`src/rtl/can_ci_pkg.sv`:
```
package can_ci_pkg;
  // register byte addresses
  localparam int A_MODE = 0;
  localparam int A_CMD  = 1;
  localparam int A_STAT = 2;
  localparam int A_INT  = 3;
  localparam int A_IEN  = 4;
  localparam int A_TXB0 = 16;

  // command bits
  localparam int C_TX   = 0;
  localparam int C_REL  = 2;
  localparam int C_CLRO = 3;

  // interrupt bits
  localparam int I_RX  = 0;
  localparam int I_TX  = 1;
  localparam int I_OVR = 3;

  localparam int MODE_BITS = 5;

  typedef struct packed {
    logic tx;
    logic rel;
    logic clro;
    logic wr_mode;
    logic wr_ien;
    logic wr_txb0;
    logic rd_int;
  } can_ci_cmd_t;
endpackage

```
`src/rtl/can_ci_cmd_dec.sv`:
```
module can_ci_cmd_dec
  import can_ci_pkg::*;
#(
  parameter int ADDR_W = 5,
  parameter int DATA_W = 8
) (
  input  logic              wr,
  input  logic              rd,
  input  logic [ADDR_W-1:0] addr,
  input  logic [DATA_W-1:0] wdata,
  output can_ci_cmd_t       cmd
);
  logic hit_cmd;

  always_comb begin
    hit_cmd      = wr && (addr == ADDR_W'(A_CMD));
    cmd.tx       = hit_cmd && wdata[C_TX];
    cmd.rel      = hit_cmd && wdata[C_REL];
    cmd.clro     = hit_cmd && wdata[C_CLRO];
    cmd.wr_mode  = wr && (addr == ADDR_W'(A_MODE));
    cmd.wr_ien   = wr && (addr == ADDR_W'(A_IEN));
    cmd.wr_txb0  = wr && (addr == ADDR_W'(A_TXB0));
    cmd.rd_int   = rd && (addr == ADDR_W'(A_INT));
  end
endmodule

```
`src/rtl/can_ci_tx_ctrl.sv`:
```
module can_ci_tx_ctrl (
  input  logic clk,
  input  logic rst,
  input  logic cmd_tx,
  input  logic txb0_wr,
  input  logic tx_done,
  output logic tx_req,
  output logic busy,
  output logic buf_free,
  output logic complete,
  output logic sending,
  output logic done_evt
);
  logic start;

  assign start    = cmd_tx && !busy;
  assign done_evt = busy && tx_done;

  always_ff @(posedge clk) begin
    if (rst) begin
      tx_req   <= 1'b0;
      busy     <= 1'b0;
      buf_free <= 1'b1;
      complete <= 1'b1;
      sending  <= 1'b1;
    end else begin
      tx_req <= start;
      if (start) begin
        busy     <= 1'b1;
        buf_free <= 1'b0;
        complete <= 1'b0;
      end else if (done_evt) begin
        busy     <= 1'b0;
        buf_free <= 1'b1;
        complete <= 1'b1;
      end
      if (txb0_wr) begin
        sending <= 1'b1;
      end else if (done_evt) begin
        sending <= 1'b0;
      end
    end
  end
endmodule

```
`src/rtl/can_ci_rx_ctrl.sv`:
```
module can_ci_rx_ctrl #(
  parameter int CNT_W = 6
) (
  input  logic             clk,
  input  logic             rst,
  input  logic             rx_start,
  input  logic             rx_stored,
  input  logic             rx_overrun,
  input  logic             rx_reject,
  input  logic             cmd_rel,
  input  logic             cmd_clro,
  output logic [CNT_W-1:0] cnt,
  output logic             cnt_nz,
  output logic             ovr,
  output logic             receiving,
  output logic             rel_zero
);
  localparam logic [CNT_W-1:0] CNT_MAX = {CNT_W{1'b1}};

  logic             inc, dec;
  logic [CNT_W-1:0] cnt_next;

  always_comb begin
    inc      = rx_stored && (cnt != CNT_MAX);
    dec      = cmd_rel && (cnt != '0);
    cnt_next = cnt + CNT_W'(inc) - CNT_W'(dec);
    rel_zero = dec && (cnt_next == '0);
  end

  assign cnt_nz = (cnt != '0);

  always_ff @(posedge clk) begin
    if (rst) begin
      cnt       <= '0;
      ovr       <= 1'b0;
      receiving <= 1'b1;
    end else begin
      cnt <= cnt_next;
      if (rx_overrun) begin
        ovr <= 1'b1;
      end else if (cmd_clro) begin
        ovr <= 1'b0;
      end
      if (rx_start) begin
        receiving <= 1'b1;
      end else if (rx_stored || rx_overrun || rx_reject) begin
        receiving <= 1'b0;
      end
    end
  end
endmodule

```
`src/rtl/can_cmd_irq_unit.sv`:
```
module can_cmd_irq_unit
  import can_ci_pkg::*;
#(
  parameter int ADDR_W = 5,
  parameter int DATA_W = 8,
  parameter int CNT_W  = 6
) (
  input  logic              clk,
  input  logic              rst,
  input  logic [ADDR_W-1:0] bus_addr,
  input  logic              bus_wr,
  input  logic              bus_rd,
  input  logic [DATA_W-1:0] bus_wdata,
  output logic [DATA_W-1:0] bus_rdata,
  output logic              tx_req,
  input  logic              tx_done,
  input  logic              rx_start,
  input  logic              rx_stored,
  input  logic              rx_overrun,
  input  logic              rx_reject,
  output logic              irq
);
  localparam logic [DATA_W-1:0] MODE_RST  = DATA_W'(1);
  localparam logic [DATA_W-1:0] MODE_MASK = DATA_W'((1 << MODE_BITS) - 1);

  can_ci_cmd_t      cmd;
  logic             busy, buf_free, complete, sending, done_evt;
  logic [CNT_W-1:0] cnt_q;
  logic             cnt_nz, ovr, receiving, rel_zero;
  logic [DATA_W-1:0] mode_q, ien_q, int_q, int_n, ien_n, st;

  can_ci_cmd_dec #(.ADDR_W(ADDR_W), .DATA_W(DATA_W)) u_dec (
    .wr(bus_wr), .rd(bus_rd), .addr(bus_addr), .wdata(bus_wdata), .cmd(cmd)
  );

  can_ci_tx_ctrl u_tx (
    .clk(clk), .rst(rst), .cmd_tx(cmd.tx), .txb0_wr(cmd.wr_txb0),
    .tx_done(tx_done), .tx_req(tx_req), .busy(busy), .buf_free(buf_free),
    .complete(complete), .sending(sending), .done_evt(done_evt)
  );

  can_ci_rx_ctrl #(.CNT_W(CNT_W)) u_rx (
    .clk(clk), .rst(rst), .rx_start(rx_start), .rx_stored(rx_stored),
    .rx_overrun(rx_overrun), .rx_reject(rx_reject), .cmd_rel(cmd.rel),
    .cmd_clro(cmd.clro), .cnt(cnt_q), .cnt_nz(cnt_nz), .ovr(ovr),
    .receiving(receiving), .rel_zero(rel_zero)
  );

  // status byte: 5 sending, 4 receiving, 3 complete, 2 buffer free, 1 overrun, 0 rx full
  assign st = DATA_W'({sending, receiving, complete, buf_free, ovr, cnt_nz});

  // pending interrupts: read-clear first, then command clears, then events set
  always_comb begin
    int_n = int_q;
    if (cmd.rd_int) begin
      int_n        = '0;
      int_n[I_RX]  = cnt_nz;
    end
    if (rel_zero)   int_n[I_RX]  = 1'b0;
    if (cmd.clro)   int_n[I_OVR] = 1'b0;
    if (done_evt)   int_n[I_TX]  = 1'b1;
    if (rx_stored)  int_n[I_RX]  = 1'b1;
    if (rx_overrun) int_n[I_OVR] = 1'b1;
    ien_n = cmd.wr_ien ? bus_wdata : ien_q;
  end

  always_ff @(posedge clk) begin
    if (rst) begin
      mode_q    <= MODE_RST;
      ien_q     <= '0;
      int_q     <= '0;
      irq       <= 1'b0;
      bus_rdata <= '0;
    end else begin
      int_q <= int_n;
      ien_q <= ien_n;
      irq   <= |(ien_n & int_n);
      if (cmd.wr_mode) mode_q <= bus_wdata & MODE_MASK;
      if (bus_rd) begin
        case (bus_addr)
          ADDR_W'(A_MODE): bus_rdata <= mode_q;
          ADDR_W'(A_STAT): bus_rdata <= st;
          ADDR_W'(A_INT):  bus_rdata <= int_q;
          ADDR_W'(A_IEN):  bus_rdata <= ien_q;
          default:         bus_rdata <= '0;
        endcase
      end
    end
  end
endmodule

```
`config.mk`:
```
export PLATFORM = sky130hd
export DESIGN_NAME = can_cmd_irq_unit
export DESIGN_NICKNAME = d
export VERILOG_FILES = /design/src/rtl/can_ci_pkg.sv /design/src/rtl/can_ci_cmd_dec.sv /design/src/rtl/can_ci_tx_ctrl.sv /design/src/rtl/can_ci_rx_ctrl.sv /design/src/rtl/can_cmd_irq_unit.sv
export SDC_FILE = /design/constraint.sdc
export NUM_CORES = 1
export LEC_CHECK = 0
export ABC_CLOCK_PERIOD_IN_PS = 3300
export BUFFER_PORTS_ARGS = -buffer_cell sky130_fd_sc_hd__buf_2
export CAP_MARGIN = 0
export CORE_MARGIN = 4
export CORE_UTILIZATION = 40
export CTS_CLUSTER_DIAMETER = 40
export DETAILED_ROUTE_END_ITERATION = 8
export PLACE_DENSITY_LB_ADDON = 0.3
export SLEW_MARGIN = 20
export SYNTH_ARGS = -nofsm -noshare
export SYNTH_HDL_FRONTEND = slang
export SYNTH_SLANG_ARGS = --single-unit
export TNS_END_PERCENT = 5
```
`constraint.sdc`:
```
create_clock -name clk -period 3.3 [get_ports clk]
set_input_delay 0.33 -clock clk [delete_from_list [all_inputs] [get_ports clk]]
set_output_delay 0.33 -clock clk [all_outputs]
set_load 0.02 [all_outputs]
```
==> results by group, run 1 <==
Yosys
  – Synth Instances: 237
  – Syn. warnings: 0
  – Sequential area share after synthesis: 0.394
  – Asr flop ratio synth: 0
  – Synth Net Count: 270
  – Main synth FF type: dfxtp_1
  – Syn avg cell area: 9.01 um^2
  – Netlist cell types: 53
  – Synthesized flop and latch total: 42
  – EDFF count, synth: 0
  – Mapped cell area: 2130 um^2

Run
  – MaxCap Viol Count: 0

Layout
  – Sequential cell area: 841 um^2
  – Number of antenna diodes: 0
  – Fillers: 541
  – Final #Nets: 304
  – Commonest non-fill, non-tap cells in the layout: 42 x dfxtp_1, 31 x buf_2, 22 x nor2_1
  – Syn-to-layout area delta: 15.1%
  – Leading cell type in the layout, fill and taps excluded: dfxtp_1
  – Finished Layout Cells: 340
  – Final core occ: 0.478
  – Area taken by multi-input logic gates: 1190 um^2
  – Layout cell share with drive strength beyond 1: 0.207

Floorplanning
  – Site Rows: 26
  – Initial core utilization: 0.415
  – Die width: 81.1 um
  – Die Ht: 81.1 um
  – Die area: 6570 um^2
  – # IOs: 32
  – Core Area: 5140 um^2

Clock network
  – CTS H-tree lvls: 2
  – TritonCTS clock tree: built
  – Post-CTS Resized: 0
  – CTS root buf: clkbuf_8
  – Post-CTS setup buffers: 0
  – Clock sink total: 42
  – Hold-fix buffers, CTS: 0
  – Total clock buffers created by CTS: 5
  – Worst-skew pair later-pin latency: 0.30 ns
  – CTS max path bufs: 2
  – Reg clk slew, reported paths: 0.07 ns

Global route
  – GR Overflow Total: 0
  – Vias in the first global route: 1757
  – First-pass GRT wire length: 8840 um
  – Routing usage on met2: 0.269
  – Largest net degree at the start of global routing: 21
  – Tot GR Track Use: 0.175
  – Met3 Resource Use GR: 0.0421
  – GRT busiest layer: met2
  – M1 GR Usage: 0.236
  – Initial antenna violation count: 0

Pwr
  – Cell area power density: 500 nW/um^2
  – Switching share of power: 0.315
  – Combinational Power Share: 0.281
  – Post-layout power: 1.23 mW
  – P_int: 842 uW
  – Peak supply drop: 256 uV
  – Flop pwr share: 0.451
  – Leakage power: 1.05 nW
  – Clock share of power: 0.269
  – Switching power: 387 uW

Routing
  – Routed Antenna Nets: 0
  – Via count: 1804
  – Drt via density: 5.31
  – Wire per inst: 15.3 um
  – First-pass DRT Iterations: 4
  – DRT iter0 DRCs: 116
  – Routed wire length: 5210 um
  – DRC viols: 0

STA
  – Post-layout minimum cycle time: 2.87 ns
  – Hold slack: 0.221 ns
  – Slew Limit Fails: 0
  – TNS Setup: 0 ns
  – Max transition margin: 0.628
  – Final Cycle Share: 0.871
  – Worst Max-Slew Pin Slew: 0.551 ns
  – Clk_skew: 0.00323 ns
  – Final setup violation count: 0
  – Fin. Hold Viols: 0
  – RSZ-0062 raised after global routing: no
  – Max Fclk: 348 MHz

Critical path
  – Worst Path Max Fanout: 3
  – CP endpoint kind: flip-flop
  – CP startpoint kind: flip-flop
  – R2R Setup Slk: 0.43 ns
  – Arr. time, crit path: 3.04 ns
  – Setup CP Type: flip-flop to flip-flop
  – Critical Path RT: 3.47 ns

Placed design
  – Gpl congestion: 0.808
  – I/O Buffers: 31
  – Placed Cells: 334
  – Hpwl dp: 3970 um

Outcome
  – Outcome: completed

Min path
  – Worst min path class: input pin to flip-flop
-- routing by layer --
layer,up-vias,part of all wire
li1,913,-
met4,0,0.015
met2,45,0.46
met3,8,0.048
met5,-,0
met1,838,0.48
-- cells by family (layout without fill, tap and decap cells) --
group | Yosys count | count (layout) | share of synthesized area
buffers and inverters | 27 | 60 | 0.0492
XOR/XNOR | 3 | 3 | 0.0123
AND/OR/NAND/NOR | 79 | 79 | 0.217
adder cells (fa/ha/maj) | 11 | 11 | 0.0680
AO/OA/AOI/OAI | 64 | 64 | 0.205
flip-flops | 42 | 42 | 0.394
multiplexers | 11 | 11 | 0.0539
-- worst max-delay path: stages (launching register included) --
cell       delay, ns
dfxtp_1         0.33
inv_1           0.08
ha_1            0.16
nand4bb_1       0.17
and4_1          0.27
ha_1            0.27
inv_1           0.06
ha_1            0.16
inv_1           0.06
fa_1            0.39
nand2b_1        0.16
a21oi_1         0.15
xnor2_1         0.17
a41o_1          0.22
o211ai_1        0.09
-- metrics by stage --
| step | instance area (um^2) | setup slack (ns) |
|---|---|---|
| 3_3_place_gp | 2370 | 0.545 |
| 2_1_floorplan | 2130 | 0.722 |
| 3_5_place_dp | 2370 | 0.456 |
| 5_1_grt | 2460 | 0.233 |
| 4_1_cts | 2460 | 0.433 |
| 6_report | 2460 | 0.427 |
-- worst paths after layout --
| path | start | endpoint | cells past startpoint |
|---|---|---|---|
| worst max-delay path | u_rx.cnt[2] | irq | 14 |
| worst min-delay path | rx_start | u_rx.receiving | 2 |
| worst min register to register | bus_rdata[5] | bus_rdata[5] | 2 |
| worst max register to register | u_rx.cnt[2] | irq | 14 |
-- sequential cells by signal, indices dropped and copies added (netlist names) --
register,cells
bus_rdata,8
ien_q,8
int_q,8
u_rx.cnt,6
mode_q,5
irq,1
u_rx.ovr,1
u_rx.receiving,1
u_tx.buf_free,1
u_tx.busy,1
u_tx.sending,1
u_tx.tx_req,1
-- power groups by stage --
stage	Combinational, mW	Clock, mW	Sequential, mW
after floorplan	0.253	0	0.561
after global placement	0.334	0	0.565
after detailed placement	0.337	0	0.566
after CTS	0.343	0.332	0.554
after global routing	0.390	0.354	0.558
final	0.345	0.330	0.554
-- final cells by class --
class                           count  area share
Tap cell                           70      0.0357
Multi-Input combinational cell    168       0.484
Clock buffer                        6      0.0336
Sequential cell                    42       0.342
Inverter                           19      0.0290
Timing Repair Buffer               35      0.0754
-- cells in the mapped netlist (all sizes together) (3+ instances only) --
cell type / instances / area (um^2)
clkbuf: 4 / 15.0
mux2: 4 / 45.0
nor3: 4 / 47.5
dfxtp: 42 / 841
nand2b: 3 / 18.8
mux2i: 7 / 70.1
o211ai: 4 / 35.0
a21oi: 20 / 100
a21o: 3 / 22.5
inv: 19 / 71.3
nor3b: 3 / 43.8
ha: 10 / 125
a2bb2oi: 4 / 35.0
nor2b: 3 / 18.8
and2: 5 / 31.3
a22oi: 8 / 60.1
o21ai: 10 / 50.0
nor2: 22 / 82.6
nand3: 14 / 75.1
buf: 4 / 18.8
nand2: 14 / 55.1
(Power assumes the default switching activity.)
==> run 2, diff against run 1 <==
--- a/config.mk
+++ b/config.mk
@@ -10,11 +10,11 @@
 export CAP_MARGIN = 0
 export CORE_MARGIN = 4
 export CORE_UTILIZATION = 40
-export CTS_CLUSTER_DIAMETER = 40
 export DETAILED_ROUTE_END_ITERATION = 8
 export PLACE_DENSITY_LB_ADDON = 0.3
 export SLEW_MARGIN = 20
 export SYNTH_ARGS = -nofsm -noshare
 export SYNTH_HDL_FRONTEND = slang
+export SYNTH_HIERARCHICAL = 1
 export SYNTH_SLANG_ARGS = --single-unit
 export TNS_END_PERCENT = 5
==> results by group, run 2 <==
Global route
  – Tot GR Track Use: 0.153 (-0.0217)
  – GRT busiest layer: met2
  – Routing usage on met2: 0.231 (-0.0383)
  – Met3 Resource Use GR: 0.0404 (-0.00177)
  – First-pass GRT wire length: 7600 um (-14%)
  – Vias in the first global route: 1559 (-11%)
  – Initial antenna violation count: 0 (unchanged)
  – Largest net degree at the start of global routing: 40 (+90%)
  – GR Overflow Total: 0 (unchanged)
  – M1 GR Usage: 0.209 (-0.0270)

Yosys
  – Top cells by area, synth: dfxtp_1 40%, mux2i_1 6.7%, ha_1 5.9%
  – Syn. warnings: 6 (+6)
  – Synth top area share: 0.400 (+0.00586)
  – EDFF count, synth: 0 (unchanged)
  – Synthesized flop and latch total: 42 (unchanged)
  – Sequential area share after synthesis: 0.400 (+0.00586)
  – Top-count cell post-synth: dfxtp_1
  – Top cells by count, synth: 42 x dfxtp_1, 25 x nor2_1, 14 x a21oi_1, 14 x mux2i_1, 13 x inv_1
  – Synth Instances: 227 (-4.2%)
  – Main synth FF type: dfxtp_1
  – Yosys top cell by area: dfxtp_1
  – Syn avg cell area: 9.27 um^2 (+2.9%)
  – Netlist cell types: 47 (-11%)
  – Mapped cell area: 2100 um^2 (-1.5%)
  – Asr flop ratio synth: 0 (unchanged)
  – Synth Net Count: 260 (-3.7%)

Critical path
  – R2R Setup Slk: 0.52 ns (+0.09 ns)
  – Arr. time, crit path: 3.19 ns (+0.15 ns)
  – Worst Path Max Fanout: 2 (-1)
  – CP startpoint kind: input pin
  – Critical Path RT: 3.45 ns (-0.02 ns)
  – CP endpoint kind: flip-flop
  – Setup CP Type: input pin to flip-flop

Floorplanning
  – Initial core utilization: 0.412 (-0.00348)
  – # IOs: 32 (unchanged)
  – Site Rows: 26 (unchanged)
  – Die Ht: 80.5 um (-0.66%)
  – Die width: 80.5 um (-0.66%)
  – Die area: 6480 um^2 (-1.3%)
  – Core Area: 5110 um^2 (-0.63%)

Clock network
  – Total clock buffers created by CTS: 5 (unchanged)
  – Worst-skew pair later-pin latency: 0.30 ns (about the same)
  – CTS H-tree lvls: 2 (unchanged)
  – CTS max path bufs: 2 (unchanged)
  – Reg clk slew, reported paths: 0.08 ns (about the same)
  – TritonCTS clock tree: built
  – Post-CTS setup buffers: 0 (unchanged)
  – Clock sink total: 42 (unchanged)
  – CTS root buf: clkbuf_8

Min path
  – Worst min path class: input pin to flip-flop

STA
  – Worst Max-Slew Pin Slew: 0.714 ns (+0.163 ns)
  – Clk_skew: 0.00583 ns (+0.00260 ns)
  – TNS Setup: 0 ns (unchanged)
  – Fin. Hold Viols: 0 (unchanged)
  – Final setup violation count: 0 (unchanged)
  – Final Cycle Share: 0.922 (+0.0512)
  – Max Fclk: 329 MHz (-5.6%)
  – Post-layout minimum cycle time: 3.04 ns (+0.169 ns)
  – RSZ-0062 raised after global routing: no
  – Hold slack: 0.212 ns (-0.00869 ns)
  – Max transition margin: 0.524 (-0.104)
  – Slew Limit Fails: 0 (unchanged)

Layout
  – Fillers: 509 (-5.9%)
  – Largest regs: bus_rdata (8), ien_q (8), int_q (8)
  – Number of antenna diodes: 0 (unchanged)
  – Final #Nets: 299 (-1.6%)
  – Syn-to-layout area delta: 19.7%
  – Leading cell type in the layout, fill and taps excluded: dfxtp_1
  – Commonest non-fill, non-tap cells in the layout: 42 x dfxtp_1, 31 x buf_2, 25 x nor2_1
  – Final core occ: 0.493 (+0.0150)
  – Finished Layout Cells: 337 (-0.88%)
  – Layout cell share with drive strength beyond 1: 0.258 (+0.0510)

Pwr
  – Switching share of power: 0.292 (-0.0230)
  – Clock share of power: 0.314 (+0.045)
  – Cell area power density: 510 nW/um^2 (+2.0%)
  – Peak supply drop: 446 uV (+74%)
  – Combinational Power Share: 0.259 (-0.022)
  – Leakage power: 1.06 nW (+0.42%)
  – Flop pwr share: 0.428 (-0.023)
  – Post-layout power: 1.29 mW (+4.5%)
  – P_int: 910 uW (+8.1%)
  – Switching power: 375 uW (-3.1%)

Routing
  – Routed Antenna Nets: 0 (unchanged)
  – Wire per inst: 13.7 um (-11%)
  – DRC viols: 0 (unchanged)
  – First-pass DRT Iterations: 4 (unchanged)
  – Routed wire length: 4610 um (-12%)
  – DRT iter0 DRCs: 70 (-40%)
  – Via count: 1698 (-5.9%)
  – Drt via density: 5.04 (-5.0%)

Placed design
  – Placed Cells: 329 (-1.5%)
  – Hpwl dp: 3390 um (-15%)
  – Gpl congestion: 0.815 (+0.88%)
  – I/O Buffers: 31 (unchanged)

Run
  – MaxCap Viol Count: 0 (unchanged)

Outcome
  – Outcome: completed
run 2: timing repair:
action                     4_1_cts  5_1_grt
resized for setup                0        5
hold buffers                     0        0
setup endpoints to repair        0        1
run 2: final cells by class:
cell class,instances,area (um^2),share of cell area
repair buffers,41,230,0.0915
clock buffers,5,68.8,0.0273
multi-input cells,163,1200,0.477
clock inverters,3,40.0,0.0159
inverters,13,48.8,0.0194
well taps,70,87.6,0.0348
flip-flops and latches,42,841,0.334
run 2: power groups by stage:
| stage | Sequential, mW | Clock (mW) | Combinational, mW |
|---|---|---|---|
| after floorplan | 0.557 | 0 | 0.231 |
| after global placement | 0.561 | 0 | 0.309 |
| after detailed placement | 0.562 | 0 | 0.312 |
| after CTS | 0.550 | 0.420 | 0.313 |
| after global routing | 0.554 | 0.435 | 0.370 |
| final | 0.550 | 0.403 | 0.332 |
run 2: critical path: stages:
cell,delay [ns]
buf_2,0.10
or4b_4,0.55
nor3_1,0.19
inv_1,0.07
a31oi_2,0.18
ha_1,0.25
inv_1,0.06
ha_1,0.18
fa_2,0.46
nor3b_2,0.20
nand4_1,0.13
nor4_2,0.14
nor2_1,0.08
o21ai_0,0.15
a31oi_1,0.11
run 2: routing by layer:
| layer | vias to the layer above | part of all wire | wire (um) |
|---|---|---|---|
| li1 | 863 | - | - |
| met1 | 786 | 0.48 | 2210 |
| met2 | 44 | 0.44 | 2050 |
| met3 | 5 | 0.061 | 283 |
| met4 | 0 | 0.015 | 68 |
| met5 | - | 0 | 0 |
run 2: kinds of logic after synthesis:
group                    share of synthesized area
multiplexers                                0.0987
buffers and inverters                       0.0452
adder cells (fa/ha/maj)                     0.0690
XOR/XNOR                                   0.00833
AND/OR/NAND/NOR                              0.235
flip-flops                                   0.400
AO/OA/AOI/OAI                                0.144
run 2: worst paths after layout:
| check | startpoint | to | cells past startpoint |
|---|---|---|---|
| max | bus_addr[4] | irq | 15 |
| min | rx_start | u_rx/receiving | 2 |
| max reg2reg | u_rx/cnt[2] | irq | 13 |
| min reg2reg | bus_rdata[1] | bus_rdata[1] | 2 |
run 2: stage by stage:
stage	setup WS (ns)	cell area (um^2)
2_1_floorplan	0.221	2100
6_report	0.258	2520
4_1_cts	0.118	2490
3_3_place_gp	-0.0684	2380
3_5_place_dp	-0.184	2380
5_1_grt	0.0405	2520
